**src/rtl/alu_exec_pkg.sv**
```systemverilog
// Shared types for the integer execute unit.
// Assumes the select encoding below is produced by the core's decoder.
package alu_exec_pkg;

    localparam int OP_W = 5;

    // Operation select; values are contiguous from 0.
    typedef enum logic [OP_W-1:0] {
        OP_ADD   = 5'd0,
        OP_ADDU  = 5'd1,
        OP_SUB   = 5'd2,
        OP_SUBU  = 5'd3,
        OP_ADDI  = 5'd4,
        OP_ADDIU = 5'd5,
        OP_AND   = 5'd6,
        OP_OR    = 5'd7,
        OP_XOR   = 5'd8,
        OP_NOR   = 5'd9,
        OP_ANDI  = 5'd10,
        OP_ORI   = 5'd11,
        OP_SLT   = 5'd12,
        OP_SLTI  = 5'd13,
        OP_SLL   = 5'd14,
        OP_SRL   = 5'd15,
        OP_SRA   = 5'd16,
        OP_LUI   = 5'd17
    } alu_op_e;

    typedef enum logic [1:0] {
        LG_AND,
        LG_OR,
        LG_XOR,
        LG_NOR
    } lg_kind_e;

    typedef enum logic [1:0] {
        SH_LL,
        SH_RL,
        SH_RA,
        SH_UPPER
    } sh_kind_e;

    typedef enum logic [1:0] {
        SRC_ARITH,
        SRC_LOGIC,
        SRC_SLT,
        SRC_SHIFT
    } res_src_e;

endpackage

```
**src/rtl/alu_addsub.sv**
```systemverilog
// Two's-complement adder/subtractor with signed overflow detection.
// Assumes: sub=1 selects a - b, computed as a + ~b + 1.
// Overflow is derived from operand and result sign bits, not from the carry.
module alu_addsub #(
    parameter int XLEN = 32
) (
    input  logic [XLEN-1:0] a,
    input  logic [XLEN-1:0] b,
    input  logic            sub,
    output logic [XLEN-1:0] sum,
    output logic            ovf
);

    localparam int MSB = XLEN - 1;

    logic [XLEN-1:0] b_eff;

    // Form the second addend and the wrapped sum.
    always_comb begin
        b_eff = sub ? ~b : b;
        sum   = a + b_eff + {{(XLEN-1){1'b0}}, sub};
    end

    // Signed overflow: like-signed addends give a result of the other sign.
    always_comb begin
        ovf = (a[MSB] == b_eff[MSB]) && (sum[MSB] != a[MSB]);
    end

endmodule

```
**src/rtl/alu_logic.sv**
```systemverilog
// Bitwise logic unit: and, or, xor, nor of two words.
// Assumes the caller has already widened any immediate operand.
module alu_logic #(
    parameter int XLEN = 32
) (
    input  logic [XLEN-1:0]         a,
    input  logic [XLEN-1:0]         b,
    input  alu_exec_pkg::lg_kind_e  kind,
    output logic [XLEN-1:0]         res
);
    import alu_exec_pkg::*;

    // Select the bitwise function.
    always_comb begin
        case (kind)
            LG_AND:  res = a & b;
            LG_OR:   res = a | b;
            LG_XOR:  res = a ^ b;
            default: res = ~(a | b);
        endcase
    end

    // NOR output never shares a set bit with either operand.
    always_comb begin
        if (kind == LG_NOR) begin
            AST_NOR_DISJOINT: assert ((res & (a | b)) == '0) else $error("nor overlap");
        end
    end

endmodule

```
**src/rtl/alu_shift.sv**
```systemverilog
// Constant shifter plus upper-immediate placement.
// Assumes: shamt is below XLEN; SH_UPPER ignores val and shamt.
module alu_shift #(
    parameter int XLEN  = 32,
    parameter int IMM_W = 16,
    parameter int SH_W  = 5
) (
    input  logic [XLEN-1:0]        val,
    input  logic [SH_W-1:0]        shamt,
    input  logic [IMM_W-1:0]       imm,
    input  alu_exec_pkg::sh_kind_e kind,
    output logic [XLEN-1:0]        res
);
    import alu_exec_pkg::*;

    localparam int LOW_W = XLEN - IMM_W;

    // Pick the shift flavour.
    always_comb begin
        case (kind)
            SH_LL:   res = val << shamt;
            SH_RL:   res = val >> shamt;
            SH_RA:   res = $unsigned($signed(val) >>> shamt);
            default: res = {imm, {LOW_W{1'b0}}};
        endcase
    end

    // Arithmetic right shift keeps the sign bit for every count.
    always_comb begin
        if (kind == SH_RA) begin
            AST_SRA_SIGN: assert (res[XLEN-1] == val[XLEN-1]) else $error("sra sign lost");
        end
    end

endmodule

```
**src/rtl/alu_exec.sv**
```systemverilog
// Integer execute unit: decodes the select, widens the immediate,
// and muxes the adder, logic and shift results.
// Assumes: combinational use in one core cycle; op_sel from the decoder.
// A trapping overflow still drives result but clears wr_ok.
module alu_exec #(
    parameter int XLEN  = 32,
    parameter int IMM_W = 16,
    localparam int SH_W = $clog2(XLEN),
    localparam int OPW  = alu_exec_pkg::OP_W
) (
    input  logic [XLEN-1:0]  opnd_a,
    input  logic [XLEN-1:0]  opnd_b,
    input  logic [IMM_W-1:0] imm,
    input  logic [SH_W-1:0]  shamt,
    input  logic [OPW-1:0]   op_sel,
    output logic [XLEN-1:0]  result,
    output logic             ovf_trap,
    output logic             wr_ok
);
    import alu_exec_pkg::*;

    localparam int EXT_W = XLEN - IMM_W;

    alu_op_e         op;
    logic            use_sx, use_zx, do_sub, trap_en, known;
    res_src_e        src;
    lg_kind_e        lg_kind;
    sh_kind_e        sh_kind;
    logic [XLEN-1:0] imm_sx, imm_zx, b_op;
    logic [XLEN-1:0] sum, lg_res, sh_res;
    logic            ovf, lt;

    // Decode the select into datapath controls.
    always_comb begin
        op      = alu_op_e'(op_sel);
        use_sx  = 1'b0;
        use_zx  = 1'b0;
        do_sub  = 1'b0;
        trap_en = 1'b0;
        known   = 1'b1;
        src     = SRC_ARITH;
        lg_kind = LG_AND;
        sh_kind = SH_LL;
        case (op)
            OP_ADD:   trap_en = 1'b1;
            OP_ADDU:  ;
            OP_SUB:   begin do_sub = 1'b1; trap_en = 1'b1; end
            OP_SUBU:  do_sub = 1'b1;
            OP_ADDI:  begin use_sx = 1'b1; trap_en = 1'b1; end
            OP_ADDIU: use_sx = 1'b1;
            OP_AND:   begin src = SRC_LOGIC; lg_kind = LG_AND; end
            OP_OR:    begin src = SRC_LOGIC; lg_kind = LG_OR;  end
            OP_XOR:   begin src = SRC_LOGIC; lg_kind = LG_XOR; end
            OP_NOR:   begin src = SRC_LOGIC; lg_kind = LG_NOR; end
            OP_ANDI:  begin src = SRC_LOGIC; lg_kind = LG_AND; use_zx = 1'b1; end
            OP_ORI:   begin src = SRC_LOGIC; lg_kind = LG_OR;  use_zx = 1'b1; end
            OP_SLT:   begin src = SRC_SLT; do_sub = 1'b1; end
            OP_SLTI:  begin src = SRC_SLT; do_sub = 1'b1; use_sx = 1'b1; end
            OP_SLL:   begin src = SRC_SHIFT; sh_kind = SH_LL; end
            OP_SRL:   begin src = SRC_SHIFT; sh_kind = SH_RL; end
            OP_SRA:   begin src = SRC_SHIFT; sh_kind = SH_RA; end
            OP_LUI:   begin src = SRC_SHIFT; sh_kind = SH_UPPER; end
            default:  known = 1'b0;
        endcase
    end

    // Widen the immediate and choose the second operand.
    always_comb begin
        imm_sx = {{EXT_W{imm[IMM_W-1]}}, imm};
        imm_zx = {{EXT_W{1'b0}}, imm};
        b_op   = use_sx ? imm_sx : (use_zx ? imm_zx : opnd_b);
    end

    alu_addsub #(.XLEN(XLEN)) u_addsub (
        .a   (opnd_a),
        .b   (b_op),
        .sub (do_sub),
        .sum (sum),
        .ovf (ovf)
    );

    alu_logic #(.XLEN(XLEN)) u_logic (
        .a    (opnd_a),
        .b    (b_op),
        .kind (lg_kind),
        .res  (lg_res)
    );

    alu_shift #(.XLEN(XLEN), .IMM_W(IMM_W), .SH_W(SH_W)) u_shift (
        .val   (opnd_b),
        .shamt (shamt),
        .imm   (imm),
        .kind  (sh_kind),
        .res   (sh_res)
    );

    // Signed less-than from the difference sign, corrected by overflow.
    always_comb begin
        lt = sum[XLEN-1] ^ ovf;
    end

    // Final result mux and trap/write flags.
    always_comb begin
        if (!known) begin
            result = '0;
        end else begin
            case (src)
                SRC_ARITH: result = sum;
                SRC_LOGIC: result = lg_res;
                SRC_SLT:   result = {{(XLEN-1){1'b0}}, lt};
                default:   result = sh_res;
            endcase
        end
        ovf_trap = known & trap_en & ovf;
        wr_ok    = ~ovf_trap;
    end

    // Port-level checks on the decoded operation.
    always_comb begin
        if (op_sel == OP_SLT || op_sel == OP_SLTI) begin
            AST_SLT_BOOL: assert (result[XLEN-1:1] == '0) else $error("slt not boolean");
        end
        if (op_sel == OP_LUI) begin
            AST_LUI_LOW_ZERO: assert (result[EXT_W-1:0] == '0) else $error("lui low bits");
        end
        if (op_sel == OP_ADDU || op_sel == OP_SUBU || op_sel == OP_ADDIU) begin
            AST_UNSIGNED_NO_TRAP: assert (!ovf_trap && wr_ok) else $error("unsigned trapped");
        end
        if (op_sel != OP_ADD && op_sel != OP_SUB && op_sel != OP_ADDI) begin
            AST_NONARITH_NO_TRAP: assert (!ovf_trap) else $error("spurious trap");
        end
    end

endmodule

```
**config.mk**
```make
export PLATFORM = sky130hd
export DESIGN_NAME = alu_exec
export DESIGN_NICKNAME = d
export VERILOG_FILES = /design/src/rtl/alu_exec_pkg.sv /design/src/rtl/alu_addsub.sv /design/src/rtl/alu_logic.sv /design/src/rtl/alu_shift.sv /design/src/rtl/alu_exec.sv
export SDC_FILE = /design/constraint.sdc
export NUM_CORES = 1
export LEC_CHECK = 0
export BUFFER_PORTS_ARGS = -buffer_cell sky130_fd_sc_hd__buf_2
export CAP_MARGIN = 20
export CORE_MARGIN = 3
export CORE_UTILIZATION = 50
export DETAILED_ROUTE_END_ITERATION = 12
export GPL_TIMING_DRIVEN = 0
export PLACE_DENSITY = 0.7
export SLEW_MARGIN = 5
export SYNTH_ARGS = -nofsm -noshare
export SYNTH_HDL_FRONTEND = slang
export SYNTH_HIERARCHICAL = 1
export SYNTH_SLANG_ARGS = --single-unit
```
**constraint.sdc**
```tcl
create_clock -name vclk -period 14.8
set_clock_uncertainty 0.2 [all_clocks]
set_input_delay 1.48 -clock vclk [all_inputs]
set_output_delay 1.48 -clock vclk [all_outputs]
set_load 0.03 [all_outputs]
```
==> impl_metrics.tcl <==
set metrics [dict create \
    pre_cts_slack_ps 5970 \
    nNetsFinal 1815 \
    crit_fanout 10 \
    wirelength_um 52700 \
    start_util_pct 51.6 \
    wl_per_cell_um 27.7 \
    slew_viol_final 0 \
    post_cts_buffers 0 \
    end_kind "primary output" \
    hold_viol_final 0 \
    seq_area_um2 0 \
    ant_nets 0 \
    numSequentialCells 0 \
    syn-cell-area_um2 11000 \
    critPathRequiredTime_ps 13120 \
    core_um2 21400 \
    synthCells 1508 \
    antenna_cells 0 \
    final-setup-viol-count 0 \
    dpl_cell_area_um2 12000 \
    cap_violations 0 \
    slew_headroom_pct 30.7 \
    synth-seq-area-share_pct 0 \
    final_cell_mix "188 x nand2_1, 163 x nor2_1, 156 x buf_2, 103 x a21oi_1, 101 x o21ai_0" \
    holdBufCountCts 0 \
    place.gp.congestion 1.08 \
    drc_errors 0 \
    syn2layout_area_growth_pct 8.57 \
    fillers 2074 \
    fin_area_um2 12000 \
    dr.pass1.iters 6 \
    path_class "primary input to primary output" \
    start_kind "primary input" \
    grt_pass1_vias 11953 \
    power.density_nw_per_um2 53.9 \
    die_y_um 154 \
    floorplan.die_area_um2 23900 \
    hold_path.class "primary input to primary output" \
    die_x_um 154 \
    first_iter_violations 1788 \
    ioPinCount 124 \
    outcome "completed" \
    via_count 13310 \
    clockBufferCount 0 \
    tightest_slew_ps 1040 \
    overflow 0 \
    final_layout_size_suffix_gt1_share_pct 20.9 \
    synthDistinctLibCells 91 \
    synth_nets 1693 \
    setup_slack_ps 5620 \
    final_common_cell "nand2_1" \
    multi_input_area_um2 9950 \
    grt_max_degree 12 \
    grt.total_usage_pct 42.0 \
    worst_ir_drop_vdd_mv 0.0344 \
    numPortBuffers 120 \
    arrival_ps 7500 \
    min_period_over_period_pct 62.0 \
    antenna_found_initial 1 \
    p_leak_nw 5.29 \
    rsz0062_at_grt "false" \
    viasPerCell 6.99 \
    ys.warnings.count 6 \
    place_hpwl_um 42000 \
    fmax_ghz 0.109 \
    grt_pass1_wl_um 77100 \
    syn_avg_cell_area_um2 7.31 \
    min_period_ps 9180 \
    post_cts_resized 0 \
    fin_setup_tns_ps 0 \
    num_rows 53 \
]
==> critical path: stages <==
cell and delay [ps]:
buf_2 160, buf_2 290, buf_2 290, buf_4 230, nand3b_1 100, a21oi_1 160
clkbuf_1 420, buf_1 830, xor2_1 160, ha_1 400, a21oi_1 130, nand3_1 90
a21boi_1 540, a21oi_1 260, nor4b_2 440, o221ai_2 210, xnor2_1 440, xor2_1 210
mux2i_1 100, o41ai_2 280, buf_2 270
==> path summary, 6_finish.rpt <==
path	start	to	slack, ps	cells after the start
worst max-delay path	op_sel[3]	result[0]	5620	21
worst min-delay path	op_sel[0]	ovf_trap	3310	5
==> metal layers <==
layer	up-vias	part of all wire (%)	global-route usage (%)
li1	5765	-	-
met1	6256	40	60.6
met2	1131	40	58.9
met3	154	16	14.1
met4	4	4.1	13.0
met5	-	0.11	1.66
==> stage by stage <==
stage	hold slack (ps)	utilization, %	std cells	power (W)
after floorplan	3030	-	1508	0.000429
after global placement	3280	56.0	1903	0.000610
after detailed placement	3280	56.0	1903	0.000616
after CTS	3290	56.0	1903	0.000618
after global routing	3320	56.0	1903	0.000680
final	3310	56.0	1903	0.000645
==> area by class of cell <==
type	count	share of cell area (%)
inverters	81	2.54
well taps	275	2.88
multi-input cells	1287	83.2
plain buffers	140	6.40
repair buffers	120	5.02
==> cell usage after synthesis (all sizes together), types with 7 or more instances <==
cell type | n | area share [%]
inv | 79 | 2.7
clkbuf | 66 | 2.3
o21ai | 141 | 6.4
nor2b | 20 | 1.4
mux4 | 76 | 16
nand3 | 24 | 1.1
mux2 | 55 | 7.1
o221ai | 10 | 0.85
o22ai | 10 | 0.57
xnor2 | 17 | 1.4
o31ai | 27 | 1.8
a2bb2oi | 12 | 1.0
buf | 74 | 4.7
mux2i | 43 | 3.9
a21o | 32 | 2.2
a21oi | 105 | 4.8
o21a | 12 | 0.82
nor3 | 23 | 1.0
a31oi | 9 | 0.57
nand2 | 188 | 6.4
nor2 | 165 | 5.7
and2 | 7 | 0.40
nand4 | 8 | 0.45
o22a | 24 | 1.9
nand2b | 7 | 0.40
ha | 94 | 11
o211ai | 39 | 2.7
a22oi | 8 | 0.55
o21bai | 8 | 0.65
xor2 | 45 | 3.6
==> kinds of logic after synthesis <==
family,synth area share [%]
AO/OA/AOI/OAI,28.3
XOR/XNOR,4.93
buffers and inverters,9.71
adder cells (fa/ha/maj),10.9
multiplexers,26.6
AND/OR/NAND/NOR,19.6
==> power by group <==
part           switching [W]  leakage [nW]  total, W  internal, W
Sequential                 0             0         0            0
Clock                      0             0         0            0
Combinational       0.000407          5.29  0.000645     0.000238
Total               0.000407          5.29  0.000645     0.000238
(Power assumes the default switching activity.)
